===== config.mk =====
export PLATFORM = sky130hd
export DESIGN_NAME = pen_scan_trigger
export DESIGN_NICKNAME = d
export VERILOG_FILES = /design/src/rtl/pst_pkg.sv /design/src/rtl/pst_sync.sv /design/src/rtl/pst_timer.sv /design/src/rtl/pst_meter.sv /design/src/rtl/pen_scan_trigger.sv
export SDC_FILE = /design/constraint.sdc
export NUM_CORES = 1
export LEC_CHECK = 0
export BUFFER_PORTS_ARGS = -buffer_cell sky130_fd_sc_hd__clkbuf_2
export CELL_PAD_IN_SITES_DETAIL_PLACEMENT = 1
export CELL_PAD_IN_SITES_GLOBAL_PLACEMENT = 2
export CORE_MARGIN = 3
export CORE_UTILIZATION = 39
export CTS_CLUSTER_SIZE = 30
export DETAILED_ROUTE_END_ITERATION = 8
export PLACE_DENSITY_LB_ADDON = 0.08
export SETUP_SLACK_MARGIN = 0.15
export SYNTH_ARGS = -nofsm -noshare
export SYNTH_HDL_FRONTEND = slang
export SYNTH_SLANG_ARGS = --single-unit

===== constraint.sdc =====
create_clock -name clk -period 5.9 [get_ports clk]
set_input_delay 0 -clock clk [delete_from_list [all_inputs] [get_ports clk]]
set_output_delay 0 -clock clk [all_outputs]
set_load 0.005 [all_outputs]

===== src/rtl/pst_pkg.sv =====
package pst_pkg;
  typedef enum logic [2:0] {
    ST_OFF         = 3'd0,
    ST_IDLE        = 3'd1,
    ST_POLL_MASKED = 3'd2,
    ST_POLL_ARMED  = 3'd3,
    ST_SCAN        = 3'd4
  } trig_state_t;
endpackage


===== src/rtl/pst_sync.sv =====
module pst_sync #(
  parameter int STAGES = 2
) (
  input  logic clk,
  input  logic rst,
  input  logic d,
  output logic q
);
  generate
    if (STAGES <= 1) begin : g_single
      logic ff_q;
      always_ff @(posedge clk) begin
        if (rst) ff_q <= 1'b0;
        else     ff_q <= d;
      end
      assign q = ff_q;
    end else begin : g_chain
      logic [STAGES-1:0] sh_q;
      always_ff @(posedge clk) begin
        if (rst) sh_q <= '0;
        else     sh_q <= {sh_q[STAGES-2:0], d};
      end
      assign q = sh_q[STAGES-1];
    end
  endgenerate
endmodule


===== src/rtl/pst_timer.sv =====
module pst_timer #(
  parameter int TW = 24
) (
  input  logic          clk,
  input  logic          rst,
  input  logic          load,
  input  logic          cancel,
  input  logic [TW-1:0] load_val,
  output logic          expire
);
  logic [TW-1:0] cnt_q;

  always_ff @(posedge clk) begin
    if (rst)                cnt_q <= '0;
    else if (cancel)        cnt_q <= '0;
    else if (load)          cnt_q <= load_val;
    else if (cnt_q != '0)   cnt_q <= cnt_q - 1'b1;
  end

  assign expire = (cnt_q == TW'(1));

  // a cancelled countdown cannot fire on the following cycle
  a_r3_cancel_silences: assert property (@(posedge clk) disable iff (rst)
    cancel |=> !expire);
  // one expiry per load
  a_r9_single_expiry: assert property (@(posedge clk) disable iff (rst)
    (expire && !load) |=> !expire);
endmodule


===== src/rtl/pst_meter.sv =====
module pst_meter #(
  parameter int TW = 24
) (
  input  logic          clk,
  input  logic          rst,
  input  logic          start,
  input  logic          done,
  input  logic [TW-1:0] interval,
  output logic          accept,
  output logic [TW-1:0] reload,
  output logic          overrun
);
  logic          busy_q;
  logic [TW-1:0] meas_q;
  logic          ovr_q;
  logic          late;

  assign late    = (meas_q >= interval);
  assign accept  = busy_q && done;
  assign reload  = late ? TW'(1) : (interval - meas_q);
  assign overrun = ovr_q;

  always_ff @(posedge clk) begin
    if (rst) begin
      busy_q <= 1'b0;
      meas_q <= '0;
      ovr_q  <= 1'b0;
    end else begin
      if (start) begin
        busy_q <= 1'b1;
        meas_q <= TW'(1);
      end else if (accept) begin
        busy_q <= 1'b0;
      end else if (busy_q && meas_q != '1) begin
        meas_q <= meas_q + 1'b1;
      end
      if (accept && late) ovr_q <= 1'b1;
    end
  end

  // overrun is sticky until reset
  a_r10_overrun_sticky: assert property (@(posedge clk) disable iff (rst)
    overrun |=> overrun);
  // the countdown is never reloaded with zero
  a_r10_reload_nonzero: assert property (@(posedge clk) disable iff (rst)
    accept |-> (reload != '0));
endmodule


===== src/rtl/pen_scan_trigger.sv =====
module pen_scan_trigger
  import pst_pkg::*;
#(
  parameter int TW          = 24,
  parameter int MIN_POLLS   = 3,
  parameter int EXT_POLLS   = 3,
  parameter int SYNC_STAGES = 2
) (
  input  logic          clk,
  input  logic          rst,
  input  logic          trig_en,
  input  logic          pen_irq,
  input  logic          scan_done,
  input  logic [TW-1:0] scan_interval,
  output logic          scan_start,
  output logic          irq_mask,
  output logic [2:0]    state,
  output logic          overrun
);
  localparam int TOTAL_POLLS = MIN_POLLS + EXT_POLLS;
  localparam int CW          = $clog2(TOTAL_POLLS + 1);

  trig_state_t   st_q;
  logic          mask_q;
  logic          scan_q;
  logic          en_q;
  logic [CW-1:0] polls_q;

  logic          pen_s;
  logic          en_rise, en_fall, pen_go;
  logic          expire, t_load, t_cancel;
  logic [TW-1:0] t_val;
  logic          m_accept;
  logic [TW-1:0] m_reload;
  logic          polls_left;
  logic [CW-1:0] polls_nx;

  pst_sync #(.STAGES(SYNC_STAGES)) u_sync (
    .clk (clk), .rst (rst), .d (pen_irq), .q (pen_s)
  );

  assign en_rise    = trig_en && !en_q;
  assign en_fall    = !trig_en && en_q;
  assign pen_go     = pen_s && !mask_q && (st_q != ST_OFF);
  assign polls_left = (polls_q < CW'(TOTAL_POLLS));
  assign polls_nx   = polls_q + 1'b1;

  pst_meter #(.TW(TW)) u_meter (
    .clk      (clk),
    .rst      (rst),
    .start    (scan_q),
    .done     (scan_done && (st_q == ST_SCAN)),
    .interval (scan_interval),
    .accept   (m_accept),
    .reload   (m_reload),
    .overrun  (overrun)
  );

  always_comb begin
    t_cancel = en_fall || pen_go;
    t_load   = 1'b0;
    t_val    = scan_interval;
    if (!t_cancel) begin
      if (m_accept) begin
        t_load = 1'b1;
        t_val  = m_reload;
      end else if (expire && st_q == ST_SCAN && polls_left) begin
        t_load = 1'b1;
      end
    end
  end

  pst_timer #(.TW(TW)) u_timer (
    .clk      (clk),
    .rst      (rst),
    .load     (t_load),
    .cancel   (t_cancel),
    .load_val (t_val),
    .expire   (expire)
  );

  always_ff @(posedge clk) begin
    if (rst) begin
      st_q    <= ST_OFF;
      mask_q  <= 1'b1;
      scan_q  <= 1'b0;
      en_q    <= 1'b0;
      polls_q <= '0;
    end else begin
      en_q   <= trig_en;
      scan_q <= 1'b0;
      if (en_fall) begin
        if (st_q == ST_IDLE || st_q == ST_POLL_ARMED) mask_q <= 1'b1;
        st_q <= ST_OFF;
      end else if (pen_go) begin
        st_q    <= ST_SCAN;
        polls_q <= '0;
        mask_q  <= 1'b1;
        scan_q  <= 1'b1;
      end else if (en_rise && st_q == ST_OFF) begin
        st_q   <= ST_IDLE;
        mask_q <= 1'b0;
      end else if (expire) begin
        case (st_q)
          ST_SCAN: begin
            if (polls_left) begin
              polls_q <= polls_nx;
              if (polls_nx >= CW'(MIN_POLLS)) begin
                st_q   <= ST_POLL_ARMED;
                mask_q <= 1'b0;
              end else begin
                st_q <= ST_POLL_MASKED;
              end
            end else begin
              st_q   <= ST_IDLE;
              mask_q <= 1'b0;
            end
          end
          ST_POLL_ARMED: begin
            mask_q <= 1'b1;
            st_q   <= ST_SCAN;
            scan_q <= 1'b1;
          end
          ST_POLL_MASKED: begin
            st_q   <= ST_SCAN;
            scan_q <= 1'b1;
          end
          default: ;
        endcase
      end
    end
  end

  assign scan_start = scan_q;
  assign irq_mask   = mask_q;
  assign state      = st_q;

  // reset state
  a_r1_reset_state: assert property (@(posedge clk) disable iff (rst)
    $past(rst) |-> (st_q == ST_OFF && mask_q && !scan_q));
  // scan pulse is one cycle wide and only seen in SCAN with mask high
  a_r5_pulse_width: assert property (@(posedge clk) disable iff (rst)
    scan_q |=> !scan_q);
  a_r5_pulse_in_scan: assert property (@(posedge clk) disable iff (rst)
    scan_q |-> (st_q == ST_SCAN && mask_q));
  // disable always lands in OFF with the mask raised
  a_r3_disable: assert property (@(posedge clk) disable iff (rst)
    en_fall |=> (st_q == ST_OFF && mask_q));
  // masked poll keeps mask high, armed poll keeps it low
  a_r7_masked_poll: assert property (@(posedge clk) disable iff (rst)
    (st_q == ST_POLL_MASKED) |-> mask_q);
  a_r7_armed_poll: assert property (@(posedge clk) disable iff (rst)
    (st_q == ST_POLL_ARMED) |-> !mask_q);
  // idle holds without pen or disable
  a_r11_idle_hold: assert property (@(posedge clk) disable iff (rst)
    (st_q == ST_IDLE && !pen_go && !en_fall) |=> (st_q == ST_IDLE));
  // poll count never exceeds its limit
  a_r8_poll_limit: assert property (@(posedge clk) disable iff (rst)
    polls_q <= CW'(TOTAL_POLLS));
endmodule


-- After elaboration in Yosys (flattened, before gate mapping)
Cells that the tools add are included.
- register bits after elaboration: 61
- bits of input ports: 29
- logic and storage cells: 112
- add/sub/neg operators: 4
- $lt $le $gt $ge: 3
- eq/ne operators: 10
- muxes and demuxes: 35
- bitwise gates (word level): 2
- reduce and logical (&&, ||, !) cells: 45
- operator list (operator ; count):
    2-to-1 mux 24 bit ; 4
    2-to-1 mux 3 bit ; 9
    adder 24 x 1 -> 24 bit (second input constant) ; 1
    equality test 24 x 1 -> 1 bit (second input constant) ; 1
    >= comparator 24 bit ; 1
    inequality test 24 bit (second input constant) ; 1
    nonzero test 24 bit ; 1
    subtractor 24 x 1 -> 24 bit (second input constant) ; 1
    subtractor 24 bit ; 1
    2-to-1 mux 1 bit ; 20
    nonzero test 2 bit ; 8
    logical AND 1 bit ; 11
    AND reduction 2 bit ; 5
    nonzero test 3 bit ; 3
    nonzero test 4 bit ; 2
    OR reduction 2 bit ; 4
    equality test 3 x 2 -> 1 bit (second input constant) ; 2
    inequality test 6 x 4 -> 1 bit (second input constant) ; 1
    case mux 3 bit (2 select lines) ; 1
    AND reduction 5 bit ; 1
    nonzero test 5 bit ; 1
    inequality test 2 bit (second input constant) ; 2
    AND reduction 4 bit ; 1
    OR reduction 4 bit ; 1
    other kinds (12) ; 16

-- Longest topological paths before layout
- depth in word-level cells: 9
- mapped depth: 13
- gate-level depth less buffers: 12

-- Hierarchy
From an unflattened synthesis, not the netlist that was laid out.
- cell total of the unflattened synthesis: 637
- area, all modules: 5038.6 um^2
- modules (own cells, without submodules) (module ; instances ; cells an instance ; area an instance (um^2) ; sequential area each (um^2)):
    pst_meter ; 1 ; 367 ; 2697.6 ; 520.5
    pst_timer ; 1 ; 167 ; 1372.6 ; 480.5
    pen_scan_trigger ; 1 ; 99 ; 915.9 ; 180.2
    pst_sync ; 1 ; 4 ; 52.6 ; 40.0

-- Worst setup path after synthesis
OpenSTA, ideal clock, no wires.
- kind: reg-to-reg
- start point: register u_meter.meas_q[12]
- end point: register u_timer.cnt_q[12]
- setup time: 0.137 ns
- data arrival time: 2.740 ns
- data required time: 5.763 ns
- setup slack: 3.022 ns
- stages on the path, launching flop included: 13
- buffers on the path: 2
- clock period less this slack: 2.878 ns
- cells stage by stage: dfxtp_1 -> inv_1 -> ha_1 -> clkbuf_1 -> nand3_1 -> or3_1 -> or4_1 -> nor3_1 -> a21oi_1 -> and2_1 -> buf_2 -> a221oi_1 -> a211oi_1
- cells in the longest elaborated chain, start to end: 4
- elaborated cells between the ends (all ways): 5
- classes of those cells: add/sub (1); order compare (1); mux (3)
- ends and longest elaborated chain (item ; RTL line ; source):
    from (decl) ; pst_meter.sv:14 ; logic [TW-1:0] meas_q;
    from (signal assigned) ; pst_meter.sv:35 ; meas_q <= meas_q + 1'b1;
    subtractor 24 bit or >= comparator 24 bit (tied branches) ; pst_meter.sv:20, pst_meter.sv:18 ;
    2-to-1 mux 24 bit * ; pst_meter.sv:20 ; assign reload = late ? TW'(1) : (interval - meas_q);
    2-to-1 mux 24 bit * ; pen_scan_trigger.sv:64 ; if (m_accept) begin
    2-to-1 mux 24 bit * ; pst_timer.sv:16 ; else if (load) cnt_q <= load_val;
    to (signal assigned) ; pst_timer.sv:16 ;
    to (signal assigned) ; pst_timer.sv:17 ; else if (cnt_q != '0) cnt_q <= cnt_q - 1'b1;
    to (decl) ; pst_timer.sv:11 ; logic [TW-1:0] cnt_q;
Mark *: on every way between the ends. The rest lies on a longest branch, timed or not.
A chain may end at the register's enable or synchronous reset.

-- Worst setup path after layout
- start point: register u_meter.meas_q[14]
- end point: register u_timer.cnt_q[18]
The elaborated chain is that of the path after synthesis.

==> impl_metrics.yaml <==
sta:
  fin_setup_tns_ns: 0
  finalCritPeriodShare: 0.630
  worstMarginPinSlew_ns: 1.07
  slew_headroom: 0.289
  fmax_mhz: 269
  setup_violations: 0
  hold_viol: 0
  rsz0062_at_grt: "no"
  finalCriticalPeriod_ns: 3.71
  fin_skew_ns: 0.00924
  hold_slack_ns: 0.0171
  maxSlewViolCount: 0
power_and_ir_drop:
  p_sw_mw: 0.678
  swShare: 0.365
  ir_drop_uv: 261
  power.leakage_nw: 1.95
  power.internal_mw: 1.18
  comb_power_share: 0.373
  clockPowerShare: 0.325
  finalPower_mw: 1.86
  p_per_area_mw_per_mm2: 353
  seq_power_share: 0.302
cts:
  htreeDepth: 3
  cts_tree: "built"
  holdBufCountCts: 6
  cts_setup_buffers: 0
  clk_pin_slew_worst_paths_ns: 0.05
  cts_num_sinks: 61
  clock-root-buffer: "clkbuf_16"
  post_cts_resized: 0
  cts_buffer_depth: 2
  clock_latency_ns: 0.34
  cts_buffers: 9
hold_path:
  hold_class: "input pin to register"
place:
  io_buffers: 34
  hpwlAfterDp_mm: 11.3
  gp_congestion: 0.874
floorplanning:
  coreArea_sq_mm: 0.0115
  ios: 35
  die_x_microns: 115
  die_h_microns: 115
  initial_core_util: 0.402
  fp.dieArea_sq_mm: 0.0132
  rows: 39
global_route:
  grt_pass1_vias: 4536
  antenna_found_initial: 0
  grt_pass1_wl_mm: 23.8
  grt.busiest_layer: "met2"
  overflow: 0
  met1_usage: 0.318
  grt_use_met2: 0.366
  grt_start_max_net_pins: 31
  grt.total_usage: 0.228
  gr-usage-met3: 0.0295
yosys:
  synth_cell_type_count: 55
  synth.net_count: 661
  synth_top_area_frac: 0.265
  synthesis.area_sq_mm: 0.00461
  yosysMostFrequentCell: "dfxtp_1"
  synthTopCellsByCount: "dfxtp_1, nor2_1, a21oi_1"
  yosys-top-cells-area: "dfxtp_1, xnor2_1, ha_1"
  yosysTopAreaCell: "dfxtp_1"
  ys_seq_area_frac: 0.265
  ys_warn_count: 0
  ys.flop_type: "dfxtp_1"
  avgSynthCellArea_sq_um: 7.67
  syn_inst: 602
  synth-edff-count: 0
  ys_seq_elements: 61
  ys_async_sr_fraction: 0
setup_path:
  cp.required_ns: 6.15
  crit_chain: "inv_1, ha_1, nand2_1, or3_1, a211oi_1, o31ai_1, a21oi_1, and2_1, a221oi_1, a211oi_1"
  cp_top_family: "compound AO/OA/AOI/OAI gates"
  cp_common_cell: "a211oi_1"
  slowest_delay_ns: 0.83
  critPathMaxFanout: 15
  worstSetupPathType: "register to register"
  arrival_ns: 3.96
  startpoint_type: "register"
  cp_slowest_cell: "a21oi_1"
  critPathCaptureType: "register"
  path_buf_inv: 1
drt:
  ant_nets: 0
  avgRoutedWirePerCell_microns: 18.4
  viasPerCell: 5.71
  drt_iter0_drc: 242
  drt_pass1_iterations: 4
  drc: 0
  routed_wl_mm: 14.3
  vias: 4437
final_layout:
  nets: 688
  diodes: 0
  drive_gt1_frac: 0.104
  area_growth_pct: 14.0
outcome:
  status: "complete, no violations"
run:
  cap_violations: 0
logic make-up (layout without fill, tap and decap cells):
kind of cell             after synthesis  in the layout  share of synthesized area
XOR/XNOR                              58             58                      0.110
buffers and inverters                 59             91                     0.0523
flip-flops                            61             61                      0.265
multiplexers                           3              3                    0.00651
adder cells (fa/ha/maj)               30             30                     0.0830
AND/OR/NAND/NOR                      238            238                      0.270
AO/OA/AOI/OAI                        153            153                      0.214
metrics by stage:
stage,setup WS [ns],std cells,instance area (sq um),util
6_report,2.19,777,5260,0.459
5_1_grt,1.78,777,5260,0.459
4_1_cts,2.19,777,5260,0.459
3_5_place_dp,2.18,755,4850,0.423
3_3_place_gp,2.43,755,4850,0.423
2_1_floorplan,3.02,602,4610,-
routing by layer:
layer,vias up,wire (microns)
li1,2229,-
met1,2152,7230
met2,36,6480
met3,20,289
met4,0,264
met5,-,0
worst reg2reg max path: cells and delay by family, from the launching register on:
kind | cells | cell delay (ns)
and+or+nand+nor | 3 | 1.07
adders and majority gates | 1 | 0.42
DFF | 1 | 0.34
AOI/OAI and AO/OA | 5 | 1.72
buffers and inverters | 1 | 0.08
flip-flops by register name, indices dropped and copies added (netlist names):
name and count:
u_sync.g_chain.sh_q 2, u_meter.overrun 1, u_meter.busy_q 1, state 3, en_q 1, polls_q 3, u_meter.meas_q 24, u_timer.cnt_q 24
irq_mask 1, scan_start 1
cell type report:
cell class | count | area [sq um]
clock inverters | 3 | 65.1
repair buffers | 40 | 230
flip-flops and latches | 61 | 1220
multi-input cells | 482 | 3150
well taps | 143 | 179
fillers | 1437 | 6210
inverters | 35 | 131
clock buffers | 13 | 280
power groups by stage:
stage	registers (mW)	clock network [mW]	logic [mW]
finish	0.561	0.604	0.694
floorplan	0.549	0	0.534
global route	0.571	0.638	0.782
detailed placement	0.569	0	0.682
CTS	0.561	0.618	0.697
global placement	0.563	0	0.676
cells in the final DEF (no fill, tap or decap), types with 23 or more instances in the layout:
cell and n:
o21ai_0 23, nor3_1 27, nand2_1 44, ha_1 29
clkbuf_2 34, nor2_1 54, a21oi_1 47, nand3_1 34
dfxtp_1 61, xnor2_1 44, inv_1 35
path summary, 6_finish.rpt:
check                                                        from                                 to  slack, ns  depth (start not counted)
worst max-delay path              u_meter.meas_q[14]$_SDFFE_PP0P_     u_timer.cnt_q[18]$_SDFFE_PP0P_       2.19                         10
worst min-delay path                             scan_interval[2]      u_timer.cnt_q[2]$_SDFFE_PP0P_       0.02                          3
worst max register to register    u_meter.meas_q[14]$_SDFFE_PP0P_     u_timer.cnt_q[18]$_SDFFE_PP0P_       2.19                         10
worst min register to register  u_sync.g_chain.sh_q[0]$_SDFF_PP0_  u_sync.g_chain.sh_q[1]$_SDFF_PP0_       0.49                          1
No activity file was read; power rests on OpenSTA's default activity.
